[config.mk]
export PLATFORM = sky130hd
export DESIGN_NAME = pwr_button_ctrl
export DESIGN_NICKNAME = d
export VERILOG_FILES = /design/src/rtl/pbc_pkg.sv /design/src/rtl/pbc_sync.sv /design/src/rtl/pbc_debounce.sv /design/src/rtl/pbc_fsm.sv /design/src/rtl/pwr_button_ctrl.sv
export SDC_FILE = /design/constraint.sdc
export NUM_CORES = 1
export LEC_CHECK = 0
export BUFFER_PORTS_ARGS = -buffer_cell sky130_fd_sc_hd__buf_4
export CAP_MARGIN = 20
export CORE_ASPECT_RATIO = 0.8
export CORE_MARGIN = 1.5
export CORE_UTILIZATION = 50
export CTS_CLUSTER_SIZE = 25
export DETAILED_ROUTE_END_ITERATION = 10
export PLACE_DENSITY_LB_ADDON = 0.1
export SLEW_MARGIN = 20
export SYNTH_ARGS = -nofsm -noshare
export SYNTH_HDL_FRONTEND = slang
export SYNTH_SLANG_ARGS = --single-unit
[constraint.sdc]
create_clock -name clk -period 1.25 [get_ports clk]
set_input_delay 0.25 -clock clk [delete_from_list [all_inputs] [get_ports clk]]
set_output_delay 0.25 -clock clk [all_outputs]
set_load 0.05 [all_outputs]
[src/rtl/pbc_pkg.sv]
package pbc_pkg;

  typedef enum logic [1:0] {
    PS_OFF  = 2'd0,
    PS_ON   = 2'd1,
    PS_REQ  = 2'd2,
    PS_SHUT = 2'd3
  } pwr_state_e;

endpackage

[src/rtl/pbc_sync.sv]
module pbc_sync #(
  parameter int              WIDTH   = 1,
  parameter int              STAGES  = 2,
  parameter logic [WIDTH-1:0] RST_VAL = '0
) (
  input  logic             clk,
  input  logic             rst_n,
  input  logic [WIDTH-1:0] d,
  output logic [WIDTH-1:0] q
);

  logic [STAGES-1:0][WIDTH-1:0] stg_q;

  generate
    if (STAGES == 1) begin : g_single
      always_ff @(posedge clk or negedge rst_n) begin
        if (!rst_n) stg_q[0] <= RST_VAL;
        else        stg_q[0] <= d;
      end
    end else begin : g_chain
      always_ff @(posedge clk or negedge rst_n) begin
        if (!rst_n) stg_q <= {STAGES{RST_VAL}};
        else        stg_q <= {stg_q[STAGES-2:0], d};
      end
    end
  endgenerate

  assign q = stg_q[STAGES-1];

endmodule

[src/rtl/pbc_debounce.sv]
module pbc_debounce #(
  parameter int CYCLES = 1000000
) (
  input  logic clk,
  input  logic rst_n,
  input  logic raw,        // synchronised, 1 = pressed
  output logic press_evt   // one-cycle pulse on accepted press
);

  localparam int            CW    = $clog2(CYCLES + 1);
  localparam logic [CW-1:0] LIMIT = CW'(CYCLES - 1);

  logic [CW-1:0] cnt_q, cnt_d;
  logic          level_q, level_d;
  logic          evt_q, evt_d;
  logic          differ;
  logic          cnt_en;

  assign differ = raw ^ level_q;
  assign cnt_en = differ || (cnt_q != '0);

  always_comb begin
    cnt_d   = cnt_q;
    level_d = level_q;
    evt_d   = 1'b0;
    if (!differ) begin
      cnt_d = '0;
    end else if (cnt_q == LIMIT) begin
      cnt_d   = '0;
      level_d = raw;
      evt_d   = raw;
    end else begin
      cnt_d = cnt_q + CW'(1);
    end
  end

  always_ff @(posedge clk or negedge rst_n) begin
    if (!rst_n) begin
      cnt_q   <= '0;
      level_q <= 1'b0;
      evt_q   <= 1'b0;
    end else begin
      if (cnt_en) cnt_q <= cnt_d;
      level_q <= level_d;
      evt_q   <= evt_d;
    end
  end

  assign press_evt = evt_q;

  // an accepted press is a single pulse, never a held level
  p_evt_single_r11: assert property (@(posedge clk) disable iff (!rst_n)
    press_evt |=> !press_evt);

  // the debounced level only moves after a full window of disagreement
  p_level_window_r3: assert property (@(posedge clk) disable iff (!rst_n)
    !$stable(level_q) |-> $past(cnt_q == LIMIT));

  // a press event requires the debounced level to have just become pressed
  p_evt_level_r11: assert property (@(posedge clk) disable iff (!rst_n)
    press_evt |-> (level_q && !$past(level_q)));

endmodule

[src/rtl/pbc_fsm.sv]
module pbc_fsm
  import pbc_pkg::*;
(
  input  logic clk,
  input  logic rst_n,
  input  logic press_evt,
  input  logic bus_s,
  input  logic ack_s,
  output logic pwr_en,
  output logic off_req
);

  pwr_state_e state_q, state_d;

  always_comb begin
    state_d = state_q;
    if (bus_s) begin
      state_d = PS_ON;
    end else begin
      unique case (state_q)
        PS_OFF:  if (press_evt) state_d = PS_ON;
        PS_ON: begin
          if (ack_s)          state_d = PS_SHUT;
          else if (press_evt) state_d = PS_REQ;
        end
        PS_REQ:  if (ack_s)  state_d = PS_SHUT;
        PS_SHUT: if (!ack_s) state_d = PS_OFF;
        default:             state_d = PS_OFF;
      endcase
    end
  end

  always_ff @(posedge clk or negedge rst_n) begin
    if (!rst_n) state_q <= PS_OFF;
    else        state_q <= state_d;
  end

  assign pwr_en  = (state_q == PS_ON) || (state_q == PS_REQ);
  assign off_req = (state_q == PS_REQ);

  // a request is only ever raised while power is on
  p_req_needs_pwr_r4: assert property (@(posedge clk) disable iff (!rst_n)
    off_req |-> pwr_en);

  // the request holds until acknowledged or overridden by bus power
  p_req_hold_r5: assert property (@(posedge clk) disable iff (!rst_n)
    (off_req && !ack_s && !bus_s) |=> off_req);

  // power is removed only in response to the acknowledge
  p_fall_on_ack_r5: assert property (@(posedge clk) disable iff (!rst_n)
    $fell(pwr_en) |-> $past(ack_s && !bus_s));

  // power comes on only after a press or bus power
  p_rise_cause_r2: assert property (@(posedge clk) disable iff (!rst_n)
    $rose(pwr_en) |-> $past(press_evt || bus_s));

  // bus power forces the on state with no request
  p_bus_on_r9: assert property (@(posedge clk) disable iff (!rst_n)
    bus_s |=> (pwr_en && !off_req));

  // shutdown persists while the acknowledge is still high
  p_shut_wait_r6: assert property (@(posedge clk) disable iff (!rst_n)
    (state_q == PS_SHUT && ack_s && !bus_s) |=> (state_q == PS_SHUT));

endmodule

[src/rtl/pwr_button_ctrl.sv]
module pwr_button_ctrl #(
  parameter int DEBOUNCE_CYCLES = 1000000,
  parameter int SYNC_STAGES     = 2
) (
  input  logic clk,
  input  logic rst_n,
  input  logic btn_n,
  input  logic bus_pwr,
  input  logic off_ack,
  output logic pwr_en,
  output logic off_req
);

  localparam int NUM_IN = 3;

  logic              rst_n_s;
  logic [NUM_IN-1:0] in_s;
  logic              press_evt;

  pbc_sync #(
    .WIDTH  (1),
    .STAGES (SYNC_STAGES),
    .RST_VAL(1'b0)
  ) u_rst_sync (
    .clk  (clk),
    .rst_n(rst_n),
    .d    (1'b1),
    .q    (rst_n_s)
  );

  pbc_sync #(
    .WIDTH  (NUM_IN),
    .STAGES (SYNC_STAGES),
    .RST_VAL(3'b100)
  ) u_in_sync (
    .clk  (clk),
    .rst_n(rst_n_s),
    .d    ({btn_n, bus_pwr, off_ack}),
    .q    (in_s)
  );

  pbc_debounce #(
    .CYCLES(DEBOUNCE_CYCLES)
  ) u_debounce (
    .clk      (clk),
    .rst_n    (rst_n_s),
    .raw      (~in_s[2]),
    .press_evt(press_evt)
  );

  pbc_fsm u_fsm (
    .clk      (clk),
    .rst_n    (rst_n_s),
    .press_evt(press_evt),
    .bus_s    (in_s[1]),
    .ack_s    (in_s[0]),
    .pwr_en   (pwr_en),
    .off_req  (off_req)
  );

  // outputs are quiet while reset is applied
  p_reset_quiet_r1: assert property (@(posedge clk)
    !rst_n_s |-> (!pwr_en && !off_req));

endmodule

# Word-level counts from Yosys, hierarchy flattened
# Index checks and enable logic that the tools add are counted.
dict set report word_totals {
  regBits 32
  input_bits 5
  out_inout_bits 2
  word_cells 36
}
dict set report op_classes {
  addsub 1
  eq_ne 8
  mux 11
  bitwise 2
  reduce_logical 6
}
# operator count
set ops {}
lappend ops {{$mux W20} 2}
lappend ops {{$add A20 B1 Y20 const B} 1}
lappend ops {{$eq A20 B20 Y1 const B} 1}
lappend ops {{$reduce_bool A20 Y1} 1}
lappend ops {{$mux W2} 6}
lappend ops {{$pmux W2 S4} 1}
lappend ops {{$ne A3 B3 Y1 const B} 2}
lappend ops {{$eq A2 B2 Y1 const B} 2}
lappend ops {{$ne A4 B4 Y1 const B} 1}
lappend ops {{$reduce_and A4 Y1} 1}
lappend ops {{$ne A3 B1 Y1 const B} 1}
lappend ops {{$eq A2 B1 Y1 const B} 1}
lappend ops {{$logic_not A2 Y1} 1}
lappend ops {{$logic_or A1 B1 Y1} 2}
lappend ops {{$mux W1} 2}
lappend ops {{$reduce_and A2 Y1} 1}
lappend ops {{$not A1 Y1} 1}
lappend ops {{$xor A1 B1 Y1} 1}

# Longest topological paths before layout
# Gate-level depths: netlist of the first run.
dict set report logic_depth {
  ltp_word 4
  mapped_depth 6
  depth_no_buf 6
}

# Cells and area by module
# From an unflattened synthesis of the first run, not the netlist that was laid out.
dict set report hier_totals {
  hier_cells 161
  area_unflattened_um2 1674.1
}
# mod instances cells_each area_per_inst_um2 seq_area_each_um2
set modules_own_cells {}
lappend modules_own_cells {pbc_debounce 1 128 1226.2 550.5}
lappend modules_own_cells {pbc_fsm 1 20 215.2 50.0}
lappend modules_own_cells {{pbc_sync at u_in_sync} 1 9 175.2 152.6}
lappend modules_own_cells {{pbc_sync at u_rst_sync} 1 2 50.0 50.0}
lappend modules_own_cells {pwr_button_ctrl 1 2 7.5 0.0}

# Worst setup path before layout of the first run
# No wires, ideal clock.
dict set report synth_timing {
  kind {register to register}
  start {reg u_debounce.cnt_q[0]}
  end {reg u_debounce.cnt_q[18]}
  setup_ps 73
  t_arrival_ps 1982
  required_ps 1177
  setup_slack_ps -805
  path_stages_with_launch 7
  n_path_buf 1
  period_less_slack_ps 2055
  cell_sequence {dfrtp_1 > ha_1 > nand2_1 > or4_1 > buf_2 > or4_4 > a21oi_2}
}
dict set report synth_via {
  elab_chain_cells 3
  elab_cells_between_ends 6
  classes_between {add/sub (1); eq/ne (1); mux (2); reduce/logical (2)}
}
# element line
set synth_lines {}
lappend synth_lines {{from (decl)} pbc_debounce.sv:13} ;# logic [CW-1:0] cnt_q, cnt_d;
lappend synth_lines {{from (signal assigned)} pbc_debounce.sv:43} ;# if (cnt_en) cnt_q <= cnt_d;
lappend synth_lines {{$add A20 B1 Y20 / $eq A20 B20 Y1 (equally long branches)} {pbc_debounce.sv:33, pbc_debounce.sv:28}}
lappend synth_lines {{$mux W20} pbc_debounce.sv:28} ;# end else if (cnt_q == LIMIT) begin
lappend synth_lines {{$mux W20} pbc_debounce.sv:26} ;# if (!differ) begin
# Parallel ways exist; a longest one is shown, timed or not.
# A chain may end at the register's enable or synchronous reset.

# Worst setup path after layout of the first run
dict set report layout_timing {
  start {reg u_debounce.cnt_q[2]}
  end {reg u_debounce.cnt_q[18]}
}
# The elaborated chain is that of the path after synthesis.

==> summary.md, run 1 <==
| Metric | Value |
|---|---|
| Root Driver | `clkbuf_8` |
| Mapped Avg Cell Area | `between 10 and 15 µm²` |
| DRC errors left | `0` |
| Core Box Area | `3060 µm²` |
| Most frequent cell after synthesis | `dfrtp_1` |
| Fin worst setup slack | `-0.492 ns` |
| Top post-synthesis cells by area | `dfrtp_1 47%, ha_1 5.5%, xor2_1 5.0%` |
| Die height | `53.5 µm` |
| Critical Path Start Type | `flip-flop` |
| Cell taking the most area after synthesis | `dfrtp_1` |
| Worst-Skew Late Latency | `0.29 ns` |
| Inst Count DP | `between 200 and 250` |
| Endpoints failing setup | `26` |
| Mapped Area | `1590 µm²` |
| Sequential power share | `approximately 36%` |
| # IOs | `7` |
| VDD IR max | `0.00128 V` |
| First-pass GRT wire length | `about 7 mm` |
| Final Hold Viols | `0` |
| Die extent in x | `around 66 µm` |
| Clock-pin slew on the worst setup and hold paths | `around 0.070 ns` |
| Combinational power share | `about a third` |
| Worst setup path class | `reg2reg` |
| Status | `finished with violations` |
| Via-per-instance ratio | `around 5.8` |
| Distinct cell type count after synthesis | `42` |
| Tot GR Track Use | `a little over a quarter` |
| Initial Utilization | `52.0%` |
| Yosys top cell area share | `a little under half` |
| Max Cap Viol | `0` |
| Vias in the first global route | `~1500` |
| DR pass1 iterations | `4` |
| WL/cell | `19.1 µm` |
| Top delay family on crit path | `simple AND/OR/NAND/NOR gates` |
| Syn_nets | `163` |
| RSZ-0062 raised after global routing | `true` |
| Worst clock skew | `0.00382 ns` |
| Clock share of power | `29.0%` |
| Worst Path Required | `1.48 ns` |
| GPL Wtd Cong | `0.860` |
| Hpwl dp | `2.61 mm` |
| CP Capture Type | `flip-flop` |
| Total of warnings raised by yosys | `0` |
| Max stage delay cell, worst path | `or4_4` |
| CTS Buf Count | `5` |
| DR vias | `1549` |
| Final Cycle Share | `139%` |
| Initial drt markers | `182` |
| Share of layout cells above drive strength 1 | `59.8%` |
| Achievable clock frequency | `574 MHz` |
| Cell count after synthesis | `around 150` |
| Ys flop type | `dfrtp_1` |
| Static Leak | `1.18 nW` |
| CTS Sinks | `32` |
| Initial antenna violation count | `0` |
| CTS Buffer Depth | `2` |
| Seq/Total Area, Yosys | `50.5%` |
| Congestion Overflow GR | `0` |
| Final count of pins violating max slew | `0` |
| Die Area | `between 3000 and 4000 µm²` |
| Final std cells w/o fill | `approximately 270` |
| Period minus WS final | `1.74 ns` |
| P_int | `about 2.3 mW` |
| Crit-path cells | `nand4_2 -> or4_4 -> or4_4 -> a21oi_2` |
| IO Port Bufs | `6` |
| Worst Hold Class | `in2reg` |
| #FFs+latches synth | `32` |
| Fin nets | `240` |
| CP Buf/Inv Count | `0` |
| Switching part of the total | `30.8%` |
| Most used cell, CP | `or4_4` |
| Largest net degree at the start of global routing | `31` |
| Final core occ | `between 80% and 90%` |
| Max stage delay on crit path | `0.59 ns` |
| N_diodes | `0` |
| Violated checks | `negative setup slack` |
| Detailed Route WL | `5.13 mm` |
| Area grow syn2layout | `64.8%` |
| Async SR Flop Fraction | `100%` |
| Post-route ant nets | `0` |
| H-tree depth | `2` |
| Power Dens Cells | `1290 nW/µm²` |
| Critical path arrival | `1.97 ns` |
| Rows | `18` |
| TritonCTS clock tree | `built` |
| Psw | `1.05 mW` |
| Commonest cells in the synthesized netlist | `30 x dfrtp_1, 10 x inv_1, 10 x nor2_1` |
| EDFF count, synth | `0` |
| Worst Path Max Fanout | `6` |
## metrics by stage
stage               power, mW  hold WS (ns)  setup slack, ns  setup TNS (ns)  cell area (µm²)
floorplan                1.69       -0.0456           -0.551           -6.62             1660
global placement         1.93        0.0314           -0.516           -8.70             2060
detailed placement       1.97        0.0326           -0.575           -9.44             2060
CTS                      3.21        0.0547           -0.432           -7.24             2450
global route             3.54        0.0508           -0.558          -11.82             2620
finish                   3.39        0.0638           -0.492          -10.22             2620
## cells by family after synthesis
family,after synthesis,share of synthesized area (%)
compound gates,23,10.1
mux,2,1.34
fa+ha+maj,7,5.50
buf+inv,13,3.22
flops,32,50.5
xor+xnor,13,7.15
other cells,1,0.236
simple gates,60,21.9
## power by group through the flow
stage / registers, mW / logic [mW] / clock network (mW)
finish: 1.21 / 1.20 / 0.982
global route: 1.22 / 1.28 / 1.04
CTS: 1.19 / 1.02 / 0.997
detailed placement: 1.21 / 0.762 / 0
global placement: 1.21 / 0.724 / 0
floorplan: 1.23 / 0.463 / 0
## placed cells by master (no fill, tap or decap), drive strengths merged, types with 2 or more instances in the layout
master  instances
clkbuf          5
dfrtp          30
nand2           8
and3            4
a21oi           8
nand4           9
ha              7
nand3           6
nor3b           2
o21ai           3
o31ai           5
inv            10
xnor2           4
nor3            2
xor2            9
nor2           10
or4             4
dfstp           2
nor4            6
or3             3
buf            72
## registers in the layout, indices dropped and copies added (netlist names)
name / cells
u_rst_sync.stg_q: 1
u_fsm.state_q: 2
u_in_sync.stg_q: 3
u_debounce.level_q: 1
u_rst_sync.q: 1
u_in_sync.q: 3
u_debounce.press_evt: 1
u_debounce.cnt_q: 20
## worst paths after layout
check	startpoint	end	slack [ns]	cells after the start
max	u_debounce.cnt_q[2]	u_debounce.cnt_q[18]	-0.49	4
min	btn_n	u_in_sync.stg_q[2]	0.06	1
max reg2reg	u_debounce.cnt_q[2]	u_debounce.cnt_q[18]	-0.49	4
min reg2reg	u_rst_sync.q	u_debounce.level_q	0.24	1
max in group asynchronous	u_rst_sync.q	u_in_sync.stg_q[2]	0.70	1
min in group asynchronous	u_rst_sync.q	u_debounce.level_q	0.24	1
## cell type report
class / instances / area [µm²]
Multi-Input combinational cell: 106 / 990
Sequential cell: 32 / 812
Timing Repair Buffer: 73 / 614
Fill cell: 146 / 440
Clock buffer: 5 / 68.8
Tap cell: 40 / 50.0
Inverter: 10 / 45.0
Clock inverter: 3 / 42.5
## per-layer routing
metal / GRT usage (%) / routed length (µm)
met5: 0 / 0
met4: 7.48 / 161
met3: 8.30 / 216
met2: 46.5 / 2590
met1: 33.7 / 2160
## what timing repair did
action	4_1_cts	5_1_grt
pin swaps	11	7
endpoints found under the hold margin	2	0
resized for setup	42	32
hold buffers	1	0
buffers inserted	13	7
endpoints found under the setup margin	26	26
Power figures use the tool's default switching activity.
==> run 2: changes to the inputs <==
Settings changed: MAX_ROUTING_LAYER set to met4.
==> run 2 against run 1 <==
The flow still finishes with violations (negative setup slack). Routed wire length is 0.23% higher. Total power grew 0.13%. Clock power up 0.5%. Sequential power about the same. Utilization unchanged. Critical endpoint unchanged. Critical path type unchanged. Final cell count is the same. Largest cell class unchanged. Critical path depth did not move. Maximum frequency decreased by 0.61%.
==> summary.md, run 2 (synthesized netlist as in run 1, its figures left out) <==
| Metric | Value |
|---|---|
| Critical path arrival | `1.98 ns (about the same)` |
| Flop2flop setup slack | `-0.50 ns (about the same)` |
| Worst clock skew | `0.00426 ns (+0.000447 ns)` |
| Most flop-heavy register | `u_debounce.cnt_q` |
| FF-to-FF End | `u_debounce.cnt_q[18]` |
| Met2 WL | `2.57 mm (-0.96%)` |
| Status | `finished with violations` |
| Reg2reg start | `u_debounce.cnt_q[2]` |
| Top layer in use | `met4` |
| WL/cell | `19.1 µm (+0.23%)` |
| TritonCTS clock tree | `built` |
| CTS Buffer Depth | `2 (unchanged)` |
| Setup_tns | `-10.19 ns (+0.0319 ns)` |
| # IOs | `7 (unchanged)` |
| Via-per-instance ratio | `5.77 (+0.26%)` |
| Rows | `18 (unchanged)` |
| Met1 WL | `2.19 mm (+1.5%)` |
| Max Cap Viol | `0 (unchanged)` |
| CTS Sinks | `32 (unchanged)` |
| Critical Path Start Type | `flip-flop` |
| Congestion Overflow GR | `0 (unchanged)` |
| Final count of pins violating max slew | `0 (unchanged)` |
| Metal3 WL | `200 µm (-7.4%)` |
| IO Port Bufs | `6 (unchanged)` |
| Area grow syn2layout | `64.8% (unchanged)` |
| Tot GR Track Use | `28.0% (+0.73 points)` |
| DR pass1 iterations | `4 (unchanged)` |
| DRC errors left | `0 (unchanged)` |
| Final Cycle Share | `140% (+0.85 points)` |
| N_diodes | `0 (unchanged)` |
| VDD IR max | `0.00128 V (about the same)` |
| Die height | `53.5 µm (unchanged)` |
| CTS Buf Count | `5 (unchanged)` |
| Worst setup path class | `reg2reg` |
| Initial drt markers | `169 (-7.1%)` |
| Share of layout cells above drive strength 1 | `59.8% (unchanged)` |
| Largest register FFs | `20 (unchanged)` |
| Worst-Skew Late Latency | `0.29 ns (about the same)` |
| Static Leak | `1.18 nW (about the same)` |
| Vias in the first global route | `1488 (+0.20%)` |
| Violated checks | `negative setup slack` |
| GPL Wtd Cong | `0.874 (+1.6%)` |
| Core Box Area | `3060 µm² (unchanged)` |
| Achievable clock frequency | `571 MHz (-0.61%)` |
| Period minus WS final | `1.75 ns (+0.0107 ns)` |
| Commonest non-fill, non-tap cells in the layout | `59 x buf_4, 23 x dfrtp_1, 9 x xor2_1, 9 x buf_6, 8 x nand4_1` |
| Worst Path Max Fanout | `6 (unchanged)` |
| H-tree depth | `2 (unchanged)` |
| Die extent in x | `66.1 µm (unchanged)` |
| Hold EP | `u_in_sync.stg_q[2]` |
| Fin nets | `240 (unchanged)` |
| Worst Hold Class | `in2reg` |
| DR vias | `1553 (+0.26%)` |
| Reg2reg path depth | `4 (unchanged)` |
| Post-route ant nets | `0 (unchanged)` |
| HP Start | `btn_n` |
| Detailed Route WL | `5.14 mm (+0.23%)` |
| Power Dens Cells | `1290 nW/µm² (+0.13%)` |
| Final Hold Viols | `0 (unchanged)` |
| Initial antenna violation count | `0 (unchanged)` |
| Endpoints failing setup | `26 (unchanged)` |
| Most common cell after layout, fill and taps aside | `buf_4` |
| CP Capture Type | `flip-flop` |
| Hpwl dp | `2.61 mm (unchanged)` |
| Largest net degree at the start of global routing | `31 (unchanged)` |
| First-pass GRT wire length | `6.89 mm (+0.10%)` |
| Die Area | `3530 µm² (unchanged)` |
| Pwr Total | `3.39 mW (+0.13%)` |
| RSZ-0062 raised after global routing | `true` |
| Initial Utilization | `52.0% (unchanged)` |
| Root Driver | `clkbuf_8` |
| Worst Path Required | `1.48 ns (about the same)` |
| Hold Path Cell Cnt | `1 (unchanged)` |
| Clock-pin slew on the worst setup and hold paths | `0.07 ns (about the same)` |
| Fin worst setup slack | `-0.503 ns (-0.0107 ns)` |
## run 2: cell counts in the layout (fill, tap and decap cells not counted)
Identical to the previous run, type by type.
## run 2: where the power goes
| part | switching [mW] | internal [mW] | total, mW |
|---|---|---|---|
| Sequential | 0.0924 | 1.12 | 1.21 |
| Clock | 0.398 | 0.589 | 0.987 |
| Combinational | 0.557 | 0.640 | 1.20 |
## run 2: per-stage QoR
| step | area (µm²) | setup slack, ns | hold WS (ns) | std cells | util, % |
|---|---|---|---|---|---|
| 6_report | 2620 | -0.503 | 0.0624 | 269 | 85.6 |
| 5_1_grt | 2620 | -0.540 | 0.0568 | 269 | 85.6 |
| 4_1_cts | 2450 | -0.432 | 0.0547 | 262 | 79.9 |
| 3_5_place_dp | 2060 | -0.575 | 0.0326 | 240 | 67.4 |
| 3_3_place_gp | 2060 | -0.516 | 0.0314 | 240 | 67.4 |
| 2_1_floorplan | 1660 | -0.551 | -0.0456 | 151 | - |
## run 2: critical path, stage by stage, from the launching register on
cell	delay [ns]
dfrtp_1	0.38
nand4_2	0.16
or4_4	0.60
or4_4	0.43
a21oi_2	0.12
## run 2: how the worst max path moves through the flow
stage                        startpoint  slack, ns                   end  cells after the start
global route        u_debounce.cnt_q[2]      -0.54  u_debounce.cnt_q[18]                      4
floorplan           u_debounce.cnt_q[3]      -0.55  u_debounce.cnt_q[18]                      5
CTS                 u_debounce.cnt_q[3]      -0.43  u_debounce.cnt_q[18]                      4
global placement    u_debounce.cnt_q[1]      -0.52  u_debounce.cnt_q[18]                      5
detailed placement  u_debounce.cnt_q[1]      -0.57  u_debounce.cnt_q[18]                      5
finish              u_debounce.cnt_q[2]      -0.50  u_debounce.cnt_q[18]                      4
## run 2: cell type report
type / instances / area, µm²
repair buffers: 73 / 614
multi-input cells: 106 / 990
inverters: 10 / 45.0
clock buffers: 5 / 68.8
flip-flops and latches: 32 / 812
fillers: 146 / 440
well taps: 40 / 50.0
clock inverters: 3 / 42.5
## run 2: repair_timing
item / 4_1_cts / 5_1_grt
hold buffers: 1 / 0
gates resized for setup: 42 / 32
endpoints found under the setup margin: 26 / 26
endpoints found under the hold margin: 2 / 0
setup buffers: 13 / 7
pin swaps: 11 / 6
## run 2: per-layer routing
layer / vias up / GRT usage [%]
li1: 700 / -
met1: 781 / 33.7
met2: 51 / 46.5
met3: 21 / 8.30
met4: 0 / 7.48
met5: - / -
